File: config.mk
export PLATFORM = sky130hd
export DESIGN_NAME = brtgt_buf
export DESIGN_NICKNAME = d
export VERILOG_FILES = /design/src/rtl/brtgt_pkg.sv /design/src/rtl/brtgt_way.sv /design/src/rtl/brtgt_lru.sv /design/src/rtl/brtgt_sel.sv /design/src/rtl/brtgt_buf.sv
export SDC_FILE = /design/constraint.sdc
export NUM_CORES = 2
export LEC_CHECK = 0
export BUFFER_PORTS_ARGS = -buffer_cell sky130_fd_sc_hd__buf_2
export CAP_MARGIN = 20
export CORE_MARGIN = 2
export CORE_UTILIZATION = 39
export CTS_BUF_LIST = sky130_fd_sc_hd__clkbuf_8
export DETAILED_ROUTE_END_ITERATION = 10
export SLEW_MARGIN = 20
export SYNTH_ARGS = -nofsm -noshare
export SYNTH_HDL_FRONTEND = slang
export SYNTH_SLANG_ARGS = --single-unit
File: constraint.sdc
create_clock -name clk -period 6.55 [get_ports clk]
set_input_delay 0.3275 -clock clk [delete_from_list [all_inputs] [get_ports clk]]
set_output_delay 0.3275 -clock clk [all_outputs]
set_load 0.05 [all_outputs]
File: src/rtl/brtgt_pkg.sv
package brtgt_pkg;

   // Source of a recency change for one set in a given cycle
   typedef enum logic [1:0] {
      TOUCH_NONE   = 2'd0,
      TOUCH_LOOKUP = 2'd1,
      TOUCH_UPDATE = 2'd2
   } touch_src_e;

endpackage

File: src/rtl/brtgt_way.sv
module brtgt_way #(
   parameter int SET_CNT = 32,
   parameter int IDX_W   = 5,
   parameter int TAG_W   = 25,
   parameter int PC_W    = 32
) (
   input  logic               clk,
   input  logic               rst_n,
   input  logic [IDX_W-1:0]   rd_idx,
   input  logic [TAG_W-1:0]   rd_tag,
   output logic               rd_hit,
   output logic [PC_W-1:0]    rd_tgt,
   input  logic [IDX_W-1:0]   up_idx,
   input  logic [TAG_W-1:0]   up_tag,
   output logic               up_hit,
   output logic               up_occ,
   input  logic               wr_en,
   input  logic [PC_W-1:0]    wr_tgt,
   output logic [SET_CNT-1:0] vld_vec
);

   logic [SET_CNT-1:0] vld_q;
   logic [TAG_W-1:0]   tag_mem [SET_CNT];
   logic [PC_W-1:0]    tgt_mem [SET_CNT];

   always_ff @(posedge clk or negedge rst_n) begin
      if (!rst_n) begin
         vld_q <= '0;
      end else if (wr_en) begin
         vld_q[up_idx] <= 1'b1;
      end
   end

   always_ff @(posedge clk) begin
      if (wr_en) begin
         tag_mem[up_idx] <= up_tag;
         tgt_mem[up_idx] <= wr_tgt;
      end
   end

   always_comb begin
      rd_hit = vld_q[rd_idx] && (tag_mem[rd_idx] == rd_tag);
      rd_tgt = tgt_mem[rd_idx];
      up_occ = vld_q[up_idx];
      up_hit = vld_q[up_idx] && (tag_mem[up_idx] == up_tag);
   end

   assign vld_vec = vld_q;

endmodule

File: src/rtl/brtgt_lru.sv
module brtgt_lru
   import brtgt_pkg::*;
#(
   parameter int SET_CNT = 32,
   parameter int IDX_W   = 5
) (
   input  logic             clk,
   input  logic             rst_n,
   input  logic             lk_touch,
   input  logic [IDX_W-1:0] lk_idx,
   input  logic             lk_way,
   input  logic             up_touch,
   input  logic [IDX_W-1:0] up_idx,
   input  logic             up_way,
   output logic             up_vict
);

   logic [SET_CNT-1:0] old_way;

   for (genvar s = 0; s < SET_CNT; s++) begin : g_set
      touch_src_e src;
      logic       bit_q;

      always_comb begin
         if (up_touch && (up_idx == IDX_W'(s)))
            src = TOUCH_UPDATE;
         else if (lk_touch && (lk_idx == IDX_W'(s)))
            src = TOUCH_LOOKUP;
         else
            src = TOUCH_NONE;
      end

      // bit_q names the way to evict next
      always_ff @(posedge clk or negedge rst_n) begin
         if (!rst_n) begin
            bit_q <= 1'b0;
         end else begin
            case (src)
               TOUCH_UPDATE: bit_q <= ~up_way;
               TOUCH_LOOKUP: bit_q <= ~lk_way;
               default:      bit_q <= bit_q;
            endcase
         end
      end

      assign old_way[s] = bit_q;
   end

   assign up_vict = old_way[up_idx];

endmodule

File: src/rtl/brtgt_sel.sv
module brtgt_sel #(
   parameter int WAYS  = 2,
   parameter int WAY_W = 1
) (
   input  logic [WAYS-1:0]  hit_vec,
   input  logic [WAYS-1:0]  occ_vec,
   input  logic [WAY_W-1:0] lru_way,
   output logic             any_hit,
   output logic [WAY_W-1:0] hit_way,
   output logic [WAY_W-1:0] fill_way
);

   logic [WAY_W-1:0] free_way;

   always_comb begin
      hit_way = '0;
      for (int w = 0; w < WAYS; w++) begin
         if (hit_vec[w]) hit_way = WAY_W'(w);
      end
      free_way = '0;
      for (int w = WAYS - 1; w >= 0; w--) begin
         if (!occ_vec[w]) free_way = WAY_W'(w);
      end
      any_hit  = |hit_vec;
      fill_way = any_hit ? hit_way : ((&occ_vec) ? lru_way : free_way);
   end

endmodule

File: src/rtl/brtgt_buf.sv
module brtgt_buf #(
   parameter int PC_W       = 32,
   parameter int SET_CNT    = 32,
   parameter int WAYS       = 2,
   parameter int INST_BYTES = 4
) (
   input  logic            clk,
   input  logic            rst_n,
   input  logic            lk_valid,
   input  logic [PC_W-1:0] lk_pc,
   output logic            lk_hit,
   output logic [PC_W-1:0] lk_next_pc,
   input  logic            up_valid,
   input  logic            up_taken,
   input  logic [PC_W-1:0] up_pc,
   input  logic [PC_W-1:0] up_tgt
);

   localparam int ALIGN_LSB = $clog2(INST_BYTES);
   localparam int IDX_W     = $clog2(SET_CNT);
   localparam int TAG_LSB   = ALIGN_LSB + IDX_W;
   localparam int TAG_W     = PC_W - TAG_LSB;
   localparam int WAY_W     = (WAYS > 1) ? $clog2(WAYS) : 1;

   if (WAYS != 2) begin : g_bad_ways
      $error("brtgt_buf: single-bit recency supports exactly two ways");
   end
   if ((1 << IDX_W) != SET_CNT) begin : g_bad_sets
      $error("brtgt_buf: SET_CNT must be a power of two");
   end
   if ((1 << ALIGN_LSB) != INST_BYTES) begin : g_bad_inst
      $error("brtgt_buf: INST_BYTES must be a power of two");
   end
   if (TAG_W < 1) begin : g_bad_tag
      $error("brtgt_buf: PC_W too small for the index");
   end

   logic [IDX_W-1:0] lk_idx, up_idx;
   logic [TAG_W-1:0] lk_tag, up_tag;

   assign lk_idx = lk_pc[ALIGN_LSB +: IDX_W];
   assign lk_tag = lk_pc[PC_W-1 -: TAG_W];
   assign up_idx = up_pc[ALIGN_LSB +: IDX_W];
   assign up_tag = up_pc[PC_W-1 -: TAG_W];

   logic                 up_go;
   logic [WAYS-1:0]      lk_way_hit, up_way_hit, up_way_occ, way_wr;
   logic [PC_W-1:0]      way_tgt [WAYS];
   logic [SET_CNT-1:0]   way_vld [WAYS];
   logic [WAYS*SET_CNT-1:0] vld_flat;
   logic                 up_hit_any;
   logic [WAY_W-1:0]     up_hit_way, up_fill_way, lru_vict;

   assign up_go = up_valid && up_taken;

   for (genvar w = 0; w < WAYS; w++) begin : g_way
      brtgt_way #(
         .SET_CNT (SET_CNT),
         .IDX_W   (IDX_W),
         .TAG_W   (TAG_W),
         .PC_W    (PC_W)
      ) u_way (
         .clk     (clk),
         .rst_n   (rst_n),
         .rd_idx  (lk_idx),
         .rd_tag  (lk_tag),
         .rd_hit  (lk_way_hit[w]),
         .rd_tgt  (way_tgt[w]),
         .up_idx  (up_idx),
         .up_tag  (up_tag),
         .up_hit  (up_way_hit[w]),
         .up_occ  (up_way_occ[w]),
         .wr_en   (way_wr[w]),
         .wr_tgt  (up_tgt),
         .vld_vec (way_vld[w])
      );
      assign way_wr[w] = up_go && (up_fill_way == WAY_W'(w));
      assign vld_flat[w*SET_CNT +: SET_CNT] = way_vld[w];
   end

   brtgt_sel #(
      .WAYS  (WAYS),
      .WAY_W (WAY_W)
   ) u_sel (
      .hit_vec  (up_way_hit),
      .occ_vec  (up_way_occ),
      .lru_way  (lru_vict),
      .any_hit  (up_hit_any),
      .hit_way  (up_hit_way),
      .fill_way (up_fill_way)
   );

   logic             lk_any;
   logic [WAY_W-1:0] lk_way;
   logic [PC_W-1:0]  lk_tgt;

   always_comb begin
      lk_any = 1'b0;
      lk_way = '0;
      lk_tgt = '0;
      for (int w = 0; w < WAYS; w++) begin
         if (lk_way_hit[w]) begin
            lk_any = 1'b1;
            lk_way = WAY_W'(w);
            lk_tgt = lk_tgt | way_tgt[w];
         end
      end
   end

   brtgt_lru #(
      .SET_CNT (SET_CNT),
      .IDX_W   (IDX_W)
   ) u_lru (
      .clk      (clk),
      .rst_n    (rst_n),
      .lk_touch (lk_valid && lk_any),
      .lk_idx   (lk_idx),
      .lk_way   (lk_way[0]),
      .up_touch (up_go),
      .up_idx   (up_idx),
      .up_way   (up_fill_way[0]),
      .up_vict  (lru_vict[0])
   );

   assign lk_hit     = lk_any;
   assign lk_next_pc = lk_any ? lk_tgt : (lk_pc + PC_W'(INST_BYTES));

endmodule

# [After elaboration in Yosys (flattened, before gate mapping)]
# Memories as Yosys holds them, arrays and structs flattened.
# Index checks and enable logic that the tools add are counted.
[totals] ff_bits=96 rom_bits=0 output_inout_bits=33 in_bits=101 memories=4 mem_bits_rw=3648 latch_bits=0 elab_cells=409
[mem_list] memory="g_way[0].u_way.tgt_mem" words=32 width=32 rd=1 rd_ports_with_merged_regs=0 write_ports=1 line_no="brtgt_way.sv:24" text="logic [PC_W-1:0] tgt_mem [SET_CNT];"
[mem_list] memory="g_way[1].u_way.tgt_mem" words=32 width=32 rd=1 rd_ports_with_merged_regs=0 write_ports=1 line_no="brtgt_way.sv:24"
[mem_list] memory="g_way[0].u_way.tag_mem" words=32 width=25 rd=2 rd_ports_with_merged_regs=0 write_ports=1 line_no="brtgt_way.sv:23" text="logic [TAG_W-1:0] tag_mem [SET_CNT];"
[mem_list] memory="g_way[1].u_way.tag_mem" words=32 width=25 rd=2 rd_ports_with_merged_regs=0 write_ports=1 line_no="brtgt_way.sv:23"
[op_classes] n_reduce_logical=109 n_shift=0 n_bitwise=5 mul=0 n_lt_le_gt_ge=3 n_div=0 eq_ne=130 n_addsub=1 muxes=123
[op_table] op="equality test 5 bit, second input constant" n=32
[op_table] op="equality test 25 bit" n=4
[op_table] op="two-way mux 32 bit" n=3
[op_table] op="OR 32 bit" n=3
[op_table] op="equality test 5 x 4 -> 1 bit, second input constant" n=16
[op_table] op="logical AND 1 bit" n=73
[op_table] op="equality test 2 x 1 -> 1 bit, second input constant" n=32
[op_table] op="equality test 2 bit, second input constant" n=32
[op_table] op="two-way mux 2 bit" n=32
[op_table] op="one-hot mux 1 bit (2 select lines)" n=32
[op_table] op="nonzero test 2 bit" n=32
[op_table] op="two-way mux 1 bit" n=50
[op_table] op="equality test 5 x 3 -> 1 bit, second input constant" n=8
[op_table] op="adder 32 x 3 -> 32 bit, second input constant" n=1
[op_table] op="binary-select mux 1 bit (select 5 bit)" n=5
[op_table] op="equality test 5 x 2 -> 1 bit, second input constant" n=4
[op_table] op="< comparator 5 x 6 -> 1 bit, second input constant" n=2
[op_table] op="equality test 5 x 1 -> 1 bit, second input constant" n=2
[op_table] op="logical NOT 5 bit" n=2
[op_table] op="demux 1 bit (select 5 bit)" n=1
[op_table] op=">= comparator 5 x 1 -> 1 bit, second input constant" n=1
[op_table] op="NOT 1 bit" n=2
[op_table] op="AND reduction 2 bit" n=1
[op_table] op="OR reduction 2 bit" n=1

# [Logic depth before layout (Yosys ltp)]
[logic_depth] ltp_word=11 mapped_depth=20 mapped_depth_nobuf=10

# [By module]
# From an unflattened synthesis, not the netlist that was laid out.
[unflattened] cells_unflattened=7433 hier_area_um2=157808.9
[by_module_without_submodules] mod="brtgt_way (g_way[1].u_way)" n_inst=1 seq_area_each_um2=55573.3 area_each_um2=77212.8 cells_per_inst=3478
[by_module_without_submodules] mod="brtgt_way (g_way[0].u_way)" n_inst=1 seq_area_each_um2=55573.3 area_each_um2=77152.7 cells_per_inst=3502
[by_module_without_submodules] mod="brtgt_lru" n_inst=1 seq_area_each_um2=800.8 area_each_um2=2263.4 cells_per_inst=276
[by_module_without_submodules] mod="brtgt_buf" n_inst=1 seq_area_each_um2=0.0 area_each_um2=1147.4 cells_per_inst=172
[by_module_without_submodules] mod="brtgt_sel" n_inst=1 seq_area_each_um2=0.0 area_each_um2=32.5 cells_per_inst=5

# [Worst setup path before layout]
# OpenSTA, ideal clock, no wires.
[synth_timing] kind="in2reg" start="input up_pc[2]" end="memory g_way[0].u_way.tag_mem[15][0] (enable)" path_stages=15 t_required_ps=6004 path_buffers=7 setup_time_ps=546 t_arrival_ps=7205 slack_ps=-1201 path_cell_list="buf_6 buf_8 buf_6 buf_6 buf_6 buf_6 buf_2 mux4_2 a221oi_1 nor2_1 xnor2_1 nand4_1 nor4_1 a21oi_2 nor3_1"
[synth_via] elab_chain_cells=10 elab_cells_between_ends=23 cone_classes="eq/ne: 2; mux: 13; bitwise: 1; reduce/logical: 5; memory: 2"
[synth_lines] element="from (decl)" line_no="brtgt_buf.sv:15" text="input logic [PC_W-1:0] up_pc,"
[synth_lines] element="branches (longest 10 deep; another with memory read (32 x 25 bit))"
[synth_lines] element="to (decl)" line_no="brtgt_way.sv:23"
# Several ways; the timed one is not identified. The select of a mux whose other input is x is not followed.

==> results.txt <==
main flop type after synthesis - edfxtp_1
RSZ-0062 raised after global routing - false
Num CTS Buffers - 609
global route overflow - 0
area share of the largest cell type after synthesis - 68.6%
layout cells sized above 1 - 31.8%
GPL Wtd Cong - 0.969
Fin. Hold Viols - 0
later-pin clock latency in the skew report - 1230 ps
Cell Chain, Critical Path - mux4_2 -> o21ai_0 -> a22oi_1 -> xnor2_1 -> buf_4 -> nand3_1 -> or4_1 -> or3_4 -> buf_12 -> o22a_1 -> o21ai_0 -> buf_12
footprint of the multi-input gates - 0.0451 mm²
CP top delay family - simple AND/OR/NAND/NOR gates
maxcap violations - 0
power consumption - 0.0500 W
cells after synthesis - 7741
status - finished clean
largest cells by area after synthesis - edfxtp_1 69%, mux4_2 17%, mux2i_1 3.9%, dfrtp_1 1.5%, o22ai_1 0.55%
Worst-path clk slew - 70 ps
drt drc - 0
slowest CP cell - or3_4
Seq/Total Area, Yosys - 70.1%
library cells used by synthesis - 91
row cnt - 235
drt total wl - 554000 µm
Area growth syn-to-layout - 15.7%
Power Density - 271 mW/mm²
number of global-route vias before repair - 92.2k
CTS root buffer - clkbuf_8
Synth area leader - edfxtp_1
initial antenna violation count - 50
port bufs - 131
Netlist Area Pre-Place - 0.160 mm²
Post-synth EDFFs - 3648
Setup TNS Final - 0 ps
Initial Util - 39.1%
clock tree buffer depth - 4
Slew headroom - 17.5%
FFs w/ async S/R, synth - 2.56%
Fin Clk Skew - 94.1 ps
slowest stage delay, CP - 630 ps
CP bufs+invs - 3
Final Net Count - 8735
total number of vias - 91.8k
Final Util - 45.2%
first-pass GRT wire length - 757000 µm
Tot GR Track Use - 26.2%
# clock sinks - 3744
Max VDD drop - 199 µV
Antenna Nets Post-Route - 0
Worst EP arrival - 5880 ps
final count of pins violating max slew - 0
CP Class - reg -> out
core area - 0.409 mm²
Ports - 134
Static Leak - 60.0 nW
Avg WL per Cell - 38.0 µm
post-cts sizing count - 0
Die Wd - 644 µm
CP Launch Type - flip-flop
setup bufs post-CTS - 0
largest net degree at the start of global routing - 115
Fmax - 0.161 GHz
Final min period - 6210 ps
HPWL after DPL - 348000 µm
Seq. cell area - 0.112 mm²
# setup viols final - 0
DRT Pass-1 Iters - 6
syn_nets - 7848
CP endpoint kind - output port
drt first-iter violations - 14.1k
Worst Max-Slew Pin Slew - 1230 ps
register bit total from synthesis - 3744
detailed-route vias per instance - 6.30
crit share post-route - 94.8%
warnings from Yosys - 0
die area - 0.415 mm²
CTS tree - done
Layout fillers - 34.6k
H-tree levels - 6
HP Class - in -> reg
Syn Area/Cell - 20.6 µm²
CP required - 6220 ps
Critical Path Fanout Max - 29
Die Height - 644 µm
==> layer usage <==
metal | vias up | routed length [µm] | track usage, %
met5 | - | 51 | 0
met4 | 8 | 30900 | 13.2
met3 | 1359 | 64100 | 6.76
met2 | 6268 | 252000 | 40.1
met1 | 49100 | 206000 | 34.9
li1 | 35000 | - | -
==> sequential cells by signal (all words and copies together), names as in the netlist <==
name                 cells
g_way.u_way.tag_mem   1600
g_way.u_way.tgt_mem   2048
g_way.u_way.vld_vec     64
u_lru.g_set.bit_q       32
==> where the power goes <==
part / switching [W] / internal [W] / leakage (nW) / total [W]
Clock: 0.00969 / 0.00955 / 6.44 / 0.0192
Combinational: 0.00262 / 0.00155 / 19.6 / 0.00417
Sequential: 0.0000997 / 0.0265 / 34.0 / 0.0266
Total: 0.0124 / 0.0376 / 60.0 / 0.0500
==> cell type report <==
| cell class | instances | share of cell area [%] |
|---|---|---|
| Inverter | 21 | 0.0535 |
| Multi-Input combinational cell | 3449 | 24.4 |
| Antenna cell | 35 | 0.0474 |
| Clock inverter | 445 | 1.37 |
| Sequential cell | 3744 | 60.6 |
| Tap cell | 5451 | 3.69 |
| Timing Repair Buffer | 803 | 5.20 |
| Clock buffer | 629 | 4.68 |
==> through the flow <==
step | hold slack (ps) | std cells | worst slack, ps | cell area [µm²]
2_1_floorplan | 31.9 | 7741 | 291 | 160000
3_3_place_gp | 246 | 13400 | 435 | 173000
3_5_place_dp | 252 | 13400 | 536 | 173000
4_1_cts | 23.3 | 14500 | 404 | 185000
5_1_grt | 77.6 | 14600 | 397 | 185000
6_report | 90.9 | 14600 | 343 | 185000
==> Yosys cell counts, types with 35 or more instances <==
cell type     n
buf_2       130
nand3_1      48
buf_6        55
xor2_1       35
o21ai_0      92
dfrtp_1      96
a22o_1       37
o22ai_1     141
buf_4        69
a22oi_1      83
o21bai_1     60
xnor2_1      79
mux4_2     1230
o221ai_1     71
a21oi_1      95
nor3_1       44
buf_1        44
clkbuf_1    218
o22a_1       37
mux2i_1     624
nor2_1      115
edfxtp_1   3648
nand2_1     183
==> layout by cell type (no fill, tap or decap), types with 34 or more instances in the layout <==
| master | Yosys | layout |
|---|---|---|
| buf_2 | 130 | 71 |
| xor2_1 | 35 | 35 |
| edfxtp_1 | 3648 | 3648 |
| o21ai_0 | 92 | 91 |
| diode_2 | 0 | 35 |
| dfrtp_1 | 96 | 96 |
| buf_12 | 5 | 285 |
| nor2_1 | 115 | 80 |
| dlygate4sd3_1 | 0 | 63 |
| mux2_2 | 34 | 34 |
| o22a_1 | 37 | 37 |
| a22oi_1 | 83 | 83 |
| a21oi_1 | 95 | 95 |
| nand3_1 | 48 | 47 |
| mux2i_1 | 624 | 624 |
| clkinv_1 | 1 | 123 |
| xnor2_1 | 79 | 79 |
| o21bai_1 | 60 | 60 |
| clkbuf_8 | 0 | 630 |
| a22o_1 | 37 | 37 |
| o22ai_1 | 141 | 141 |
| mux4_2 | 1230 | 1230 |
| buf_4 | 69 | 380 |
| inv_1 | 19 | 206 |
| o221ai_1 | 71 | 71 |
| nor3_1 | 44 | 43 |
| nor2_4 | 1 | 35 |
| clkinv_2 | 0 | 67 |
| nand2_1 | 183 | 183 |
==> final timing paths <==
kind,end,slack (ps),from,cells after the start
setup / recovery,lk_next_pc[14],340,g_way[1].u_way.tag_mem[26][6],12
hold / removal,g_way[1].u_way.tgt_mem[4][31],90,up_tgt[31],2
setup reg to reg,g_way[1].u_way.tgt_mem[3][23],1370,g_way[1].u_way.tag_mem[27][2],12
hold reg to reg,g_way[0].u_way.vld_vec[6],490,g_way[0].u_way.vld_vec[6],1
max in group asynchronous,u_lru.g_set[31].bit_q,5470,rst_n,5
min in group asynchronous,g_way[1].u_way.vld_vec[13],420,rst_n,4
==> cells by family (layout without fill, tap and decap cells) <==
group | Yosys count | in the layout | share of synthesized area (%)
DFF | 3744 | 3744 | 70.1
AOI/OAI and AO/OA | 807 | 807 | 3.61
adders and majority gates | 6 | 6 | 0.0470
and+or+nand+nor | 631 | 631 | 2.21
buffers and inverters | 548 | 1898 | 1.90
xor gates and xnor gates | 114 | 114 | 0.625
other | 0 | 35 | 0
muxes | 1891 | 1891 | 21.5
==> what timing repair did <==
| action | in CTS | in global routing |
|---|---|---|
| hold endpoints to repair | 3351 | 58 |
| hold buffers | 63 | 1 |
| setup endpoints to repair | 0 | 0 |
Note: power is estimated with default switching activity, not from simulation.
